`src/rtl/uirq_pkg.sv`:
```
package uirq_pkg;

   localparam int unsigned UIRQ_NSRC = 4;

   localparam int unsigned SRC_RX    = 0;
   localparam int unsigned SRC_ERR   = 1;
   localparam int unsigned SRC_TX    = 2;
   localparam int unsigned SRC_MODEM = 3;

   typedef enum logic [1:0] {
      WSEL_SRC_CLR  = 2'b00,
      WSEL_PEND_CLR = 2'b01,
      WSEL_MASK     = 2'b10,
      WSEL_NONE     = 2'b11
   } uirq_wsel_e;

   // scaling of the transmit trigger field per channel number
   function automatic int unsigned uirq_tx_factor(input int unsigned ch);
      case (ch)
         0:       return 32;
         1, 4:    return 8;
         2, 3:    return 2;
         default: return 0;
      endcase
   endfunction

endpackage

```
`src/rtl/uirq_tx_level.sv`:
```
module uirq_tx_level #(
   parameter int unsigned CHANNEL = 0,
   parameter int unsigned TRIG_W  = 3,
   parameter int unsigned CNT_W   = 8
) (
   input  logic              txq_en,
   input  logic [TRIG_W-1:0] txq_trig,
   input  logic [CNT_W-1:0]  txq_fill,
   output logic              tx_req
);
   import uirq_pkg::*;

   localparam int unsigned FACTOR = uirq_tx_factor(CHANNEL);
   localparam int unsigned LVL_W  = TRIG_W + 6;
   localparam int unsigned CMP_W  = (LVL_W > CNT_W) ? LVL_W : CNT_W;

   initial begin
      assert (TRIG_W >= 1 && TRIG_W <= 8) else $error("TRIG_W out of range");
      assert (CNT_W >= 1 && CNT_W <= 16) else $error("CNT_W out of range");
   end

   logic [LVL_W-1:0] level;

   generate
      if (FACTOR == 0) begin : g_no_level
         assign level = '0;
      end else begin : g_scaled
         assign level = LVL_W'(txq_trig) * LVL_W'(FACTOR);
      end
   endgenerate

   assign tx_req = txq_en && (CMP_W'(txq_fill) <= CMP_W'(level));

endmodule

```
`src/rtl/uirq_src_bank.sv`:
```
module uirq_src_bank #(
   parameter int unsigned NBIT = 4
) (
   input  logic            clk,
   input  logic            rst_n,
   input  logic [NBIT-1:0] set_vec,
   input  logic [NBIT-1:0] clr_vec,
   output logic [NBIT-1:0] q
);
   initial begin
      assert (NBIT >= 1) else $error("NBIT must be positive");
   end

   generate
      for (genvar i = 0; i < NBIT; i++) begin : g_bit
         logic bit_q;
         // a set outranks a clear landing in the same cycle
         always_ff @(posedge clk or negedge rst_n) begin
            if (!rst_n)          bit_q <= 1'b0;
            else if (set_vec[i]) bit_q <= 1'b1;
            else if (clr_vec[i]) bit_q <= 1'b0;
         end
         assign q[i] = bit_q;
      end
   endgenerate

endmodule

```
`src/rtl/uart_irq_agg.sv`:
```
module uart_irq_agg #(
   parameter int unsigned CHANNEL = 0,
   parameter int unsigned TRIG_W  = 3,
   parameter int unsigned CNT_W   = 8
) (
   input  logic              clk,
   input  logic              rst_n,
   input  logic              cfg_wr,
   input  logic [1:0]        cfg_sel,
   input  logic [3:0]        cfg_wdata,
   input  logic              rx_evt,
   input  logic              err_evt,
   input  logic              modem_evt,
   input  logic              thr_wr,
   input  logic              txq_en,
   input  logic [TRIG_W-1:0] txq_trig,
   input  logic [CNT_W-1:0]  txq_fill,
   output logic [3:0]        src_pend,
   output logic [3:0]        int_mask,
   output logic [3:0]        int_pend,
   output logic              irq
);
   import uirq_pkg::*;

   localparam int unsigned NS = UIRQ_NSRC;

   uirq_wsel_e      wsel;
   logic            tx_req;
   logic [NS-1:0]   set_vec;
   logic [NS-1:0]   clr_vec;
   logic [NS-1:0]   mask_q;

   assign wsel = uirq_wsel_e'(cfg_sel);

   uirq_tx_level #(
      .CHANNEL (CHANNEL),
      .TRIG_W  (TRIG_W),
      .CNT_W   (CNT_W)
   ) u_tx_level (
      .txq_en   (txq_en),
      .txq_trig (txq_trig),
      .txq_fill (txq_fill),
      .tx_req   (tx_req)
   );

   always_comb begin
      set_vec             = '0;
      set_vec[SRC_RX]     = rx_evt;
      set_vec[SRC_ERR]    = err_evt;
      set_vec[SRC_TX]     = thr_wr | tx_req;
      set_vec[SRC_MODEM]  = modem_evt;
   end

   // both clear views act on the source bits; pending is derived from them
   always_comb begin
      clr_vec = '0;
      if (cfg_wr && (wsel == WSEL_SRC_CLR || wsel == WSEL_PEND_CLR))
         clr_vec = cfg_wdata;
   end

   uirq_src_bank #(
      .NBIT (NS)
   ) u_src_bank (
      .clk     (clk),
      .rst_n   (rst_n),
      .set_vec (set_vec),
      .clr_vec (clr_vec),
      .q       (src_pend)
   );

   always_ff @(posedge clk or negedge rst_n) begin
      if (!rst_n)                            mask_q <= '0;
      else if (cfg_wr && wsel == WSEL_MASK)  mask_q <= cfg_wdata;
   end

   assign int_mask = mask_q;
   assign int_pend = src_pend & ~mask_q;
   assign irq      = |int_pend;

endmodule

```
`config.mk`:
```
export PLATFORM = sky130hd
export DESIGN_NAME = uart_irq_agg
export DESIGN_NICKNAME = d
export VERILOG_FILES = /design/src/rtl/uirq_pkg.sv /design/src/rtl/uirq_tx_level.sv /design/src/rtl/uirq_src_bank.sv /design/src/rtl/uart_irq_agg.sv
export SDC_FILE = /design/constraint.sdc
export NUM_CORES = 1
export LEC_CHECK = 0
export BUFFER_PORTS_ARGS = -buffer_cell sky130_fd_sc_hd__clkbuf_2
export CAP_MARGIN = 10
export CELL_PAD_IN_SITES_DETAIL_PLACEMENT = 1
export CELL_PAD_IN_SITES_GLOBAL_PLACEMENT = 1
export CORE_MARGIN = 2
export CORE_UTILIZATION = 25
export DETAILED_ROUTE_END_ITERATION = 7
export MAX_ROUTING_LAYER = met4
export PLACE_DENSITY = 0.75
export SETUP_SLACK_MARGIN = 0.4
export SYNTH_ARGS = -nofsm -noshare
export SYNTH_HDL_FRONTEND = slang
export SYNTH_SLANG_ARGS = --single-unit
```
`constraint.sdc`:
```
create_clock -name clk -period 1.28 [get_ports clk]
set_clock_uncertainty 0.05 [all_clocks]
set_input_delay 0.128 -clock clk [delete_from_list [all_inputs] [get_ports clk]]
set_output_delay 0.128 -clock clk [all_outputs]
set_load 0.05 [all_outputs]
```
After elaboration in Yosys (flattened, before gate mapping)
Index checks and enable logic that the tools add are counted.

word-level totals
  flip-flop bits (word level) = 8
  output and inout port bits = 13

operators by class
  magnitude comparators = 1
  eq/ne operators = 2
  muxes and demuxes = 9
  bitwise operators = 3
  reductions and logical operators = 10

operators by type and width
  cell                                                              count
  8-bit less-or-equal comparator                                    1
  1-bit two-way mux                                                 8
  2-bit nonzero test                                                4
  4-bit AND                                                         1
  4-bit two-way mux                                                 1
  4-bit inverter                                                    1
  4-bit OR reduction                                                1
  1-bit logical AND                                                 3
  2-bit by 1-bit == test with 1-bit output (second input constant)  1
  2-bit == test (second input constant)                             1
  2-bit zero test                                                   1
  1-bit logical OR                                                  1
  1-bit bitwise OR                                                  1

Longest topological paths before layout
Gate-level depths: netlist of run 1.

  depth after elaboration = 6
  depth in mapped cells = 5
  mapped depth without buffers = 5

Hierarchy
Synthesis of run 1 repeated with hierarchy kept, for this count alone.

unflattened totals
  cells, all modules = 48
  area, all modules = 485.5 um^2

by module, submodules not included
  module         instances  cells each  area each (um^2)  sequential area each (um^2)
  uart_irq_agg   1          20          222.7             100.1
  uirq_src_bank  1          16          175.2             100.1
  uirq_tx_level  1          12          87.6              0.0

Least setup slack after synthesis of run 1
OpenSTA, ideal clock, no wires.

  path kind = reg2out
  from = reg mask_q[1] (netlist: int_mask[1])
  to = out irq
  arrival time = 1.877 ns
  path slack = -0.775 ns
  stages on the path, launching flop included = 3
  path buffers = 0
  path through = dfrtp_1 > nor2b_1 > or4_1

between the ends
  word-level cells in the longest chain between the ends = 3

RTL lines
  element                   RTL line            RTL
  start: declaration        uart_irq_agg.sv:31  logic [NS-1:0] mask_q;
  start signal: assignment  uart_irq_agg.sv:73  else if (cfg_wr && wsel == WSEL_MASK) mask_q <= cfg_wdata;
  4-bit inverter            uart_irq_agg.sv:77  assign int_pend = src_pend & ~mask_q;
  4-bit AND                 uart_irq_agg.sv:77
  net int_pend[1]           uart_irq_agg.sv:20  output logic [3:0] int_pend,
  4-bit OR reduction        uart_irq_agg.sv:78  assign irq = |int_pend;
  end: declaration          uart_irq_agg.sv:21  output logic irq

The timed path passes the listed nets, and every way through them passes these cells.

Worst setup path in the final report of run 1
  from = reg u_src_bank.g_bit[0].bit_q
  to = out irq

between the ends
  word-level cells in the longest chain between the ends = 2

RTL lines
  element                   RTL line             RTL
  start: declaration        uirq_src_bank.sv:16  logic bit_q;
  start signal: assignment  uirq_src_bank.sv:19  if (!rst_n) bit_q <= 1'b0;
  start signal: assignment  uirq_src_bank.sv:20  else if (set_vec[i]) bit_q <= 1'b1;
  start signal: assignment  uirq_src_bank.sv:21  else if (clr_vec[i]) bit_q <= 1'b0;
  4-bit AND                 uart_irq_agg.sv:77
  4-bit OR reduction        uart_irq_agg.sv:78

No other way between the ends.

==> results.sh, run 1 <==
export IMPL_outcome="finished with violations"
export IMPL_violations="negative hold slack, negative setup slack"
export IMPL_hold_viol=1
export IMPL_grt_max_degree=9
export IMPL_comb_power_share_pct=60.3
export IMPL_yosysUniqueCellTypes=15
export IMPL_yosys_warnings=0
export IMPL_vias=575
export IMPL_period_needed_ns=1.701
export IMPL_powerDensity_nw_per_um2=1194
export IMPL_hold_path_startpoint="rx_evt"
export IMPL_gp_congestion=0.6741
export IMPL_ctsHtreeMaxLevel=1
export IMPL_power_share_clock_pct=16.8
export IMPL_slowest_stage="or4_4"
export IMPL_netlist_instances=42
export IMPL_fin_crit_sh_pct=132.9
export IMPL_drc_errors=0
export IMPL_cts_tree="yes"
export IMPL_r2r_cells=4
export IMPL_crit_type="register to output pin"
export IMPL_clkLatencyLatePin_ns=0.28
export IMPL_grt_pass1_vias=667
export IMPL_ir_drop_v=0.0005704
export IMPL_holdPathStages=2
export IMPL_die_area_sq_um=2190
export IMPL_endpoint_kind="output pin"
export IMPL_cts_root_buf="clkbuf_4"
export IMPL_die_w_um=46.80
export IMPL_syn_area_sq_um=457.9
export IMPL_synth_seq_cells=8
export IMPL_routed_wl_um=2672
export IMPL_rr_startpoint="int_mask[2]"
export IMPL_num_antenna_cells=0
export IMPL_final_cell_mix="clkbuf_2, buf_6, clkbuf_16"
export IMPL_setup_violations=4
export IMPL_worstPathCellList="nor2b_4 -> or4_4 -> buf_8"
export IMPL_maxCapViolCount=0
export IMPL_reg2reg_to="int_mask[2]"
export IMPL_slew_viol_final=0
export IMPL_grt_pass1_wl_um=3912
export IMPL_slowest_delay_ns=0.53
export IMPL_regToRegSetupSlack_ns=0.06
export IMPL_drt_iter0_drc=7
export IMPL_ys_seq_area_share_pct=43.72
export IMPL_hold_class="input pin to register"
export IMPL_p_switching_mw=0.5622
export IMPL_internal_power_mw=0.8735
export IMPL_hold_slack_ns=-0.009451
export IMPL_numPortBuffers=37
export IMPL_hold_end="u_src_bank.g_bit[0].bit_q"
export IMPL_start_util_pct=26.52
export IMPL_drtPass1Iterations=4
export IMPL_dp_hpwl_um=1262
export IMPL_fp_dieH_um=46.80
export IMPL_rsz0062_at_grt="true"
export IMPL_worst_pin_slew_ns=0.3860
export IMPL_slew_limit_headroom_pct=74.19
export IMPL_crit_required_ns=1.10
export IMPL_grt_overflow_total=0
export IMPL_final_common_cell="clkbuf_2"
export IMPL_num_nets_final=129
export IMPL_critPathArrivalTime_ns=1.52
export IMPL_core_rowCount=15
export IMPL_pin_count=38
export IMPL_track_usage_pct=30.42
export IMPL_startpoint_type="register"
export IMPL_switching_share_pct=39.16
export IMPL_drive_above_1_share_pct=78.00
export IMPL_syn_avg_cell_area_sq_um=10.90
export IMPL_avgViaCountPerCell=4.600
export IMPL_total_power_mw=1.436
export IMPL_cts_buffer_depth=2
export IMPL_ant_nets=0
export IMPL_synth_nets=70
export IMPL_nFillCells=187
export IMPL_clk_pin_slew_ns=0.06
export IMPL_cts_buffers=3
export IMPL_setup_slack_ns=-0.4207
export IMPL_p_seq_share_pct=22.9
export IMPL_fmax_mhz=588.0
export IMPL_area_growth_pct=162.6
export IMPL_antenna_found_initial=0
export IMPL_core_area_sq_um=1727
export IMPL_cts_sinks=8
export IMPL_worst_path_max_fanout=2
export IMPL_p_leak_nw=0.6091
export IMPL_wl_per_cell_um=21.38
[per-layer routing]
| layer | wire, um | vias to the layer above | GRT usage [%] |
|---|---|---|---|
| met2 | 1529 | 28 | 54.25 |
| met1 | 906 | 276 | 30.17 |
| met4 | 108 | 0 | 18.33 |
| li1 | - | 260 | - |
| met5 | 0 | - | - |
| met3 | 127 | 11 | 5.769 |
[critical path: cells and delay by family (launching register included)]
family	cells	cell delay, ns
buf+inv	1	0.17
flops	1	0.40
simple gates	2	0.68
[cell usage after synthesis, drive strengths merged]
cell type  n  share of area, %
nor4bb     1               2.2
a22o       1               1.9
a21oi      1               1.1
mux2       4               9.8
a221o      1               2.2
nand2      4               3.3
nor2b      5               6.8
nand3b     2               3.3
inv        3               2.5
a21o       3               4.9
nor4b      1               1.9
or4        1               1.6
ha         3               8.2
dfrtp      8                44
buf        4               6.6
[metrics by stage]
step / utilization (%) / setup WS [ns] / cell area [sq um] / TNS, ns / std cells
3_3_place_gp: 46.52 / -0.1361 / 803.3 / -0.1807 / 108
6_report: 69.64 / -0.4207 / 1202 / -0.6528 / 125
3_5_place_dp: 46.52 / -0.1499 / 803.3 / -0.2080 / 108
5_1_grt: 69.64 / -0.4405 / 1202 / -0.7658 / 125
2_1_floorplan: - / -0.2336 / 556.8 / -0.2336 / 42
4_1_cts: 68.12 / -0.3892 / 1176 / -0.3911 / 123
[logic make-up after synthesis]
logic type	Yosys count	share of synthesized area (%)
and+or+nand+nor	14	19.12
adders and majority gates	3	8.198
AOI/OAI and AO/OA	6	10.11
DFF	8	43.72
buffers and inverters	7	9.016
muxes	4	9.835
[sequential cells by signal (all words and copies together), names as in the netlist]
name	count
int_mask	4
u_src_bank.g_bit.bit_q	4
[power groups by stage]
stage               registers (mW)  logic (mW)  clock network, mW
finish                       0.328       0.866              0.241
global route                 0.332       0.896              0.257
CTS                          0.321       0.794              0.235
detailed placement           0.325       0.502                  0
global placement             0.323       0.489                  0
floorplan                    0.411       0.253                  0
[final cells by class]
class	count	area [sq um]	area share (%)
clock buffers	4	26.28	2.185
well taps	25	31.28	2.601
inverters	3	16.27	1.353
repair buffers	58	614.3	51.09
flip-flops and latches	8	205.2	17.07
multi-input cells	27	309.0	25.70
[repair_timing]
action,4_1_cts,5_1_grt
hold buffers,3,0
hold endpoints to repair,10,0
setup buffers,8,2
pin swaps,2,0
resized for setup,46,5
cloned,0,0
endpoints found under the setup margin,17,20
[worst max path at each step]
stage	from	end	cells after the start
2_1_floorplan	int_mask[2]	irq	2
3_3_place_gp	u_src_bank.g_bit[2].bit_q	irq	3
3_5_place_dp	u_src_bank.g_bit[2].bit_q	irq	3
4_1_cts	u_src_bank.g_bit[2].bit_q	irq	3
5_1_grt	u_src_bank.g_bit[2].bit_q	irq	3
6_report	u_src_bank.g_bit[0].bit_q	irq	3
Power figures use the tool's default switching activity.
==> run 2: changes to the inputs <==
--- a/config.mk
+++ b/config.mk
@@ -9,6 +9,7 @@
 export CAP_MARGIN = 10
 export CELL_PAD_IN_SITES_DETAIL_PLACEMENT = 1
 export CELL_PAD_IN_SITES_GLOBAL_PLACEMENT = 1
+export CORE_ASPECT_RATIO = 1.2
 export CORE_MARGIN = 2
 export CORE_UTILIZATION = 25
 export DETAILED_ROUTE_END_ITERATION = 7
==> results.sh, run 2 (synthesis gave the netlist of run 1 again) <==
export IMPL_outcome="finished with violations"
export IMPL_violations="negative hold slack, negative setup slack"
export IMPL_powerDensity_nw_per_um2=1163
export IMPL_drive_above_1_share_pct=80.81
export IMPL_instances_no_fill=117
export IMPL_hold_viol=1
export IMPL_cts_buffers=3
export IMPL_regArea_sq_um=205.2
export IMPL_cts_sinks=8
export IMPL_tns_ns=-0.5464
export IMPL_numPortBuffers=37
export IMPL_track_usage_pct=22.17
export IMPL_dp_hpwl_um=1228
export IMPL_grt_overflow_total=0
export IMPL_core_rowCount=16
export IMPL_worst_pin_slew_ns=0.3342
export IMPL_drtPass1Iterations=5
export IMPL_drt_iter0_drc=10
export IMPL_cts_root_buf="clkbuf_4"
export IMPL_die_w_um=43.07
export IMPL_fp_dieH_um=50.89
export IMPL_core_area_sq_um=1682
export IMPL_num_nets_final=129
export IMPL_nFillCells=150
export IMPL_antenna_found_initial=0
export IMPL_ant_nets=0
export IMPL_crit_type="register to output pin"
export IMPL_start_util_pct=27.23
export IMPL_routed_wl_um=2766
export IMPL_avgViaCountPerCell=5.060
export IMPL_grt_pass1_vias=610
export IMPL_ctsHtreeMaxLevel=1
export IMPL_endpoint_kind="output pin"
export IMPL_cts_buffer_depth=2
export IMPL_period_needed_ns=1.725
export IMPL_vias=592
export IMPL_slew_viol_final=0
export IMPL_setup_slack_ns=-0.4449
export IMPL_dp_cells=101
export IMPL_final_common_cell="clkbuf_2"
export IMPL_p_leak_nw=0.6389
export IMPL_clkLatencyLatePin_ns=0.27
export IMPL_fmax_mhz=579.7
export IMPL_rsz0062_at_grt="true"
export IMPL_final_cell_mix="clkbuf_2, buf_6, clkbuf_16"
export IMPL_fin_crit_sh_pct=134.8
export IMPL_grt_max_degree=9
export IMPL_critPathArrivalTime_ns=1.55
export IMPL_clk_pin_slew_ns=0.06
export IMPL_hold_class="input pin to register"
export IMPL_ir_drop_v=0.0007326
export IMPL_place_ws_ns=-0.1479
export IMPL_wl_per_cell_um=23.64
export IMPL_multi_input_area_sq_um=332.8
export IMPL_cts_tree="yes"
export IMPL_crit_required_ns=1.10
export IMPL_setup_violations=5
export IMPL_slew_limit_headroom_pct=77.65
export IMPL_drc_errors=0
export IMPL_num_antenna_cells=0
export IMPL_regToRegSetupSlack_ns=0.10
export IMPL_area_growth_pct=173.8
export IMPL_worst_path_max_fanout=2
export IMPL_startpoint_type="register"
export IMPL_pin_count=38
export IMPL_gp_congestion=0.6722
export IMPL_hold_slack_ns=-0.004192
export IMPL_grt_pass1_wl_um=3201
export IMPL_maxCapViolCount=0
export IMPL_die_area_sq_um=2192
export IMPL_total_power_mw=1.458
==> run 2: changes by cell type in the layout (fill, tap and decap cells not counted), sizes merged <==
cell	previous run	this run
buf	21	24
clkbuf	38	35
dlygate4sd3	3	2
==> run 2: worst paths after layout <==
kind / start / end / cells past startpoint
min in group asynchronous: rst_n / u_src_bank.g_bit[1].bit_q / 2
worst min register to register: u_src_bank.g_bit[1].bit_q / u_src_bank.g_bit[1].bit_q / 3
max in group asynchronous: rst_n / int_mask[0] / 2
worst min-delay path: modem_evt / u_src_bank.g_bit[3].bit_q / 2
worst max register to register: int_mask[0] / int_mask[0] / 4
worst max-delay path: u_src_bank.g_bit[2].bit_q / irq / 3
==> run 2: through the flow <==
stage	util, %	hold slack (ns)	cell area [sq um]
after global routing	74.55	0.006103	1254
after global placement	47.25	-0.06707	794.5
after floorplan	-	-0.2176	556.8
after CTS	68.38	0.003469	1150
final	74.55	-0.004192	1254
after detailed placement	47.25	-0.05792	794.5
==> run 2: critical path, stage by stage, from the launching register on <==
cell	delay, ns
dfrtp_1	0.42
nor2b_4	0.16
or4_4	0.50
clkbuf_16	0.19
==> run 2: report_power, final <==
part | total (mW) | switching, mW | internal (mW)
sequential | 0.330 | 0.0415 | 0.288
clock | 0.223 | 0.114 | 0.109
combinational | 0.905 | 0.412 | 0.493
total | 1.46 | 0.568 | 0.890
==> run 2: repair_timing <==
item | in CTS | in global routing
gates resized for setup | 47 | 15
buffers inserted | 5 | 6
pin swaps | 1 | 7
hold buffers | 2 | 0
hold endpoints to repair | 9 | 0
endpoints found under the setup margin | 17 | 19
==> run 2: layout make-up <==
cell class                 count  share of cell area, %
timing repair buffer          58                  52.00
multi-input combinational     27                  26.55
sequential                     8                  16.37
clock buffer                   3                  1.796
tap                           18                  1.796
inverter                       3                  1.497
==> run 2: metal layers <==
metal | share of wire (%) | vias to the layer above | global-route usage (%)
met5 | 0 | - | -
met4 | 3.4 | 0 | 16.16
met3 | 3.5 | 6 | 2.827
met2 | 58 | 30 | 40.15
met1 | 35 | 296 | 21.18
li1 | - | 260 | -
==> run 3: changes to the inputs <==
--- a/config.mk
+++ b/config.mk
@@ -16,6 +16,7 @@
 export MAX_ROUTING_LAYER = met4
 export PLACE_DENSITY = 0.75
 export SETUP_SLACK_MARGIN = 0.4
+export SKIP_CTS_REPAIR_TIMING = 1
 export SYNTH_ARGS = -nofsm -noshare
 export SYNTH_HDL_FRONTEND = slang
 export SYNTH_SLANG_ARGS = --single-unit
==> results.sh, run 3 (synthesis gave the netlist of run 1 again) <==
export IMPL_routed_wl_um=1743
export IMPL_use_met3_pct=2.120
export IMPL_worst_path_max_fanout=2
export IMPL_internal_power_mw=0.7321
export IMPL_p_leak_nw=0.5240
export IMPL_regToRegSetupSlack_ns=0.21
export IMPL_die_w_um=43.07
export IMPL_powerDensity_nw_per_um2=1180
export IMPL_critPathArrivalTime_ns=1.48
export IMPL_track_usage_pct=15.14
export IMPL_worst_pin_slew_ns=0.3303
export IMPL_place_ws_ns=-0.1479
export IMPL_cts_sinks=8
export IMPL_slew_viol_final=0
export IMPL_use_met2_pct=25.76
export IMPL_setup_slack_ns=-0.3764
export IMPL_drtPass1Iterations=2
export IMPL_clkLatencyLatePin_ns=0.26
export IMPL_numPortBuffers=37
export IMPL_nFillCells=170
export IMPL_ir_drop_v=0.0006767
export IMPL_cts_root_buf="clkbuf_4"
export IMPL_busiest_layer="met2"
export IMPL_vias=523
export IMPL_grt_pass1_vias=525
export IMPL_slew_limit_headroom_pct=77.91
export IMPL_ant_nets=0
export IMPL_grt_overflow_total=0
export IMPL_num_nets_final=120
export IMPL_p_seq_share_pct=26.6
export IMPL_period_needed_ns=1.656
export IMPL_start_util_pct=27.23
export IMPL_setup_violations=1
export IMPL_startpoint_type="register"
export IMPL_dp_hpwl_um=1228
export IMPL_pin_count=38
export IMPL_fin_area_sq_um=1030
export IMPL_grt_pass1_wl_um=2325
export IMPL_maxCapViolCount=0
export IMPL_num_antenna_cells=0
export IMPL_outcome="finished with violations"
export IMPL_final_cell_mix="clkbuf_2, buf_6, buf_8"
export IMPL_ctsHtreeMaxLevel=1
export IMPL_gp_congestion=0.6722
export IMPL_avgViaCountPerCell=4.843
export IMPL_endpoint_kind="output pin"
export IMPL_cts_buffer_depth=2
export IMPL_power_share_clock_pct=16.7
export IMPL_drive_above_1_share_pct=80.00
export IMPL_area_growth_pct=124.9
export IMPL_antenna_found_initial=0
export IMPL_grt_met1_usage_pct=15.32
export IMPL_violations="negative hold slack, negative setup slack"
export IMPL_comb_power_share_pct=56.7
export IMPL_core_area_sq_um=1682
export IMPL_holdPathStages=2
export IMPL_tns_ns=-0.3764
export IMPL_place_area_sq_um=794.5
export IMPL_core_rowCount=16
export IMPL_clk_pin_slew_ns=0.06
export IMPL_total_power_mw=1.215
export IMPL_postLayoutCoreUtil_pct=61.24
export IMPL_fp_dieH_um=50.89
export IMPL_rsz0062_at_grt="true"
export IMPL_crit_type="register to output pin"
export IMPL_wl_per_cell_um=16.14
export IMPL_fin_crit_sh_pct=129.4
export IMPL_grt_max_degree=9
export IMPL_p_switching_mw=0.4829
export IMPL_drc_errors=0
export IMPL_drt_iter0_drc=1
export IMPL_switching_share_pct=39.74
export IMPL_final_common_cell="clkbuf_2"
export IMPL_cts_buffers=3
export IMPL_hold_class="input pin to register"
export IMPL_cts_tree="yes"
export IMPL_r2r_cells=3
export IMPL_hold_slack_ns=-0.001655
export IMPL_crit_required_ns=1.10
export IMPL_die_area_sq_um=2192
export IMPL_hold_viol=2
export IMPL_fmax_mhz=603.7
## run 3: changes by cell type in the layout (fill, tap and decap cells not counted)
cell	previous run	this run
buf_2	0	1
buf_8	3	9
dlygate4sd3_1	2	1
buf_6	16	10
inv_2	0	1
clkbuf_16	10	0
clkbuf_8	1	0
clkbuf_2	21	22
inv_4	3	2
buf_12	0	1
## run 3: final cells by class
cell class	instances	area [sq um]	share of cell area, %
Inverter	3	16.27	1.580
Sequential cell	8	205.2	19.93
Clock buffer	3	22.52	2.187
Timing Repair Buffer	49	430.4	41.80
Tap cell	18	22.52	2.187
Multi-Input combinational cell	27	332.8	32.32
## run 3: stage by stage
step                      hold slack, ns  std cells
after detailed placement        -0.05792        101
final                          -0.001655        108
after global placement          -0.06707        101
after CTS                        -0.3364        104
after global routing            -0.01191        108
after floorplan                  -0.2176         42
## run 3: power groups by stage
stage | logic [mW] | registers, mW | clock network, mW
3_3_place_gp | 0.489 | 0.322 | 0
3_5_place_dp | 0.500 | 0.327 | 0
2_1_floorplan | 0.253 | 0.411 | 0
6_report | 0.690 | 0.323 | 0.203
5_1_grt | 0.724 | 0.326 | 0.236
4_1_cts | 0.501 | 0.321 | 0.205
## run 3: worst max-delay path, cell delays in order (launching register included)
cell	delay, ns
dfrtp_1	0.38
nor2b_4	0.13
or4_4	0.54
buf_8	0.17
## run 3: path summary, 6_finish.rpt
check,startpoint,endpoint
max,u_src_bank.g_bit[3].bit_q,irq
min,modem_evt,u_src_bank.g_bit[3].bit_q
max reg2reg,int_mask[1],int_mask[1]
min reg2reg,u_src_bank.g_bit[1].bit_q,u_src_bank.g_bit[1].bit_q
max in group asynchronous,rst_n,int_mask[1]
min in group asynchronous,rst_n,u_src_bank.g_bit[0].bit_q
## run 3: per-layer routing
metal / share of wire (%) / vias up
met5: 0 / -
met4: 3.7 / 0
met3: 7.1 / 6
met2: 52 / 30
met1: 37 / 246
li1: - / 241
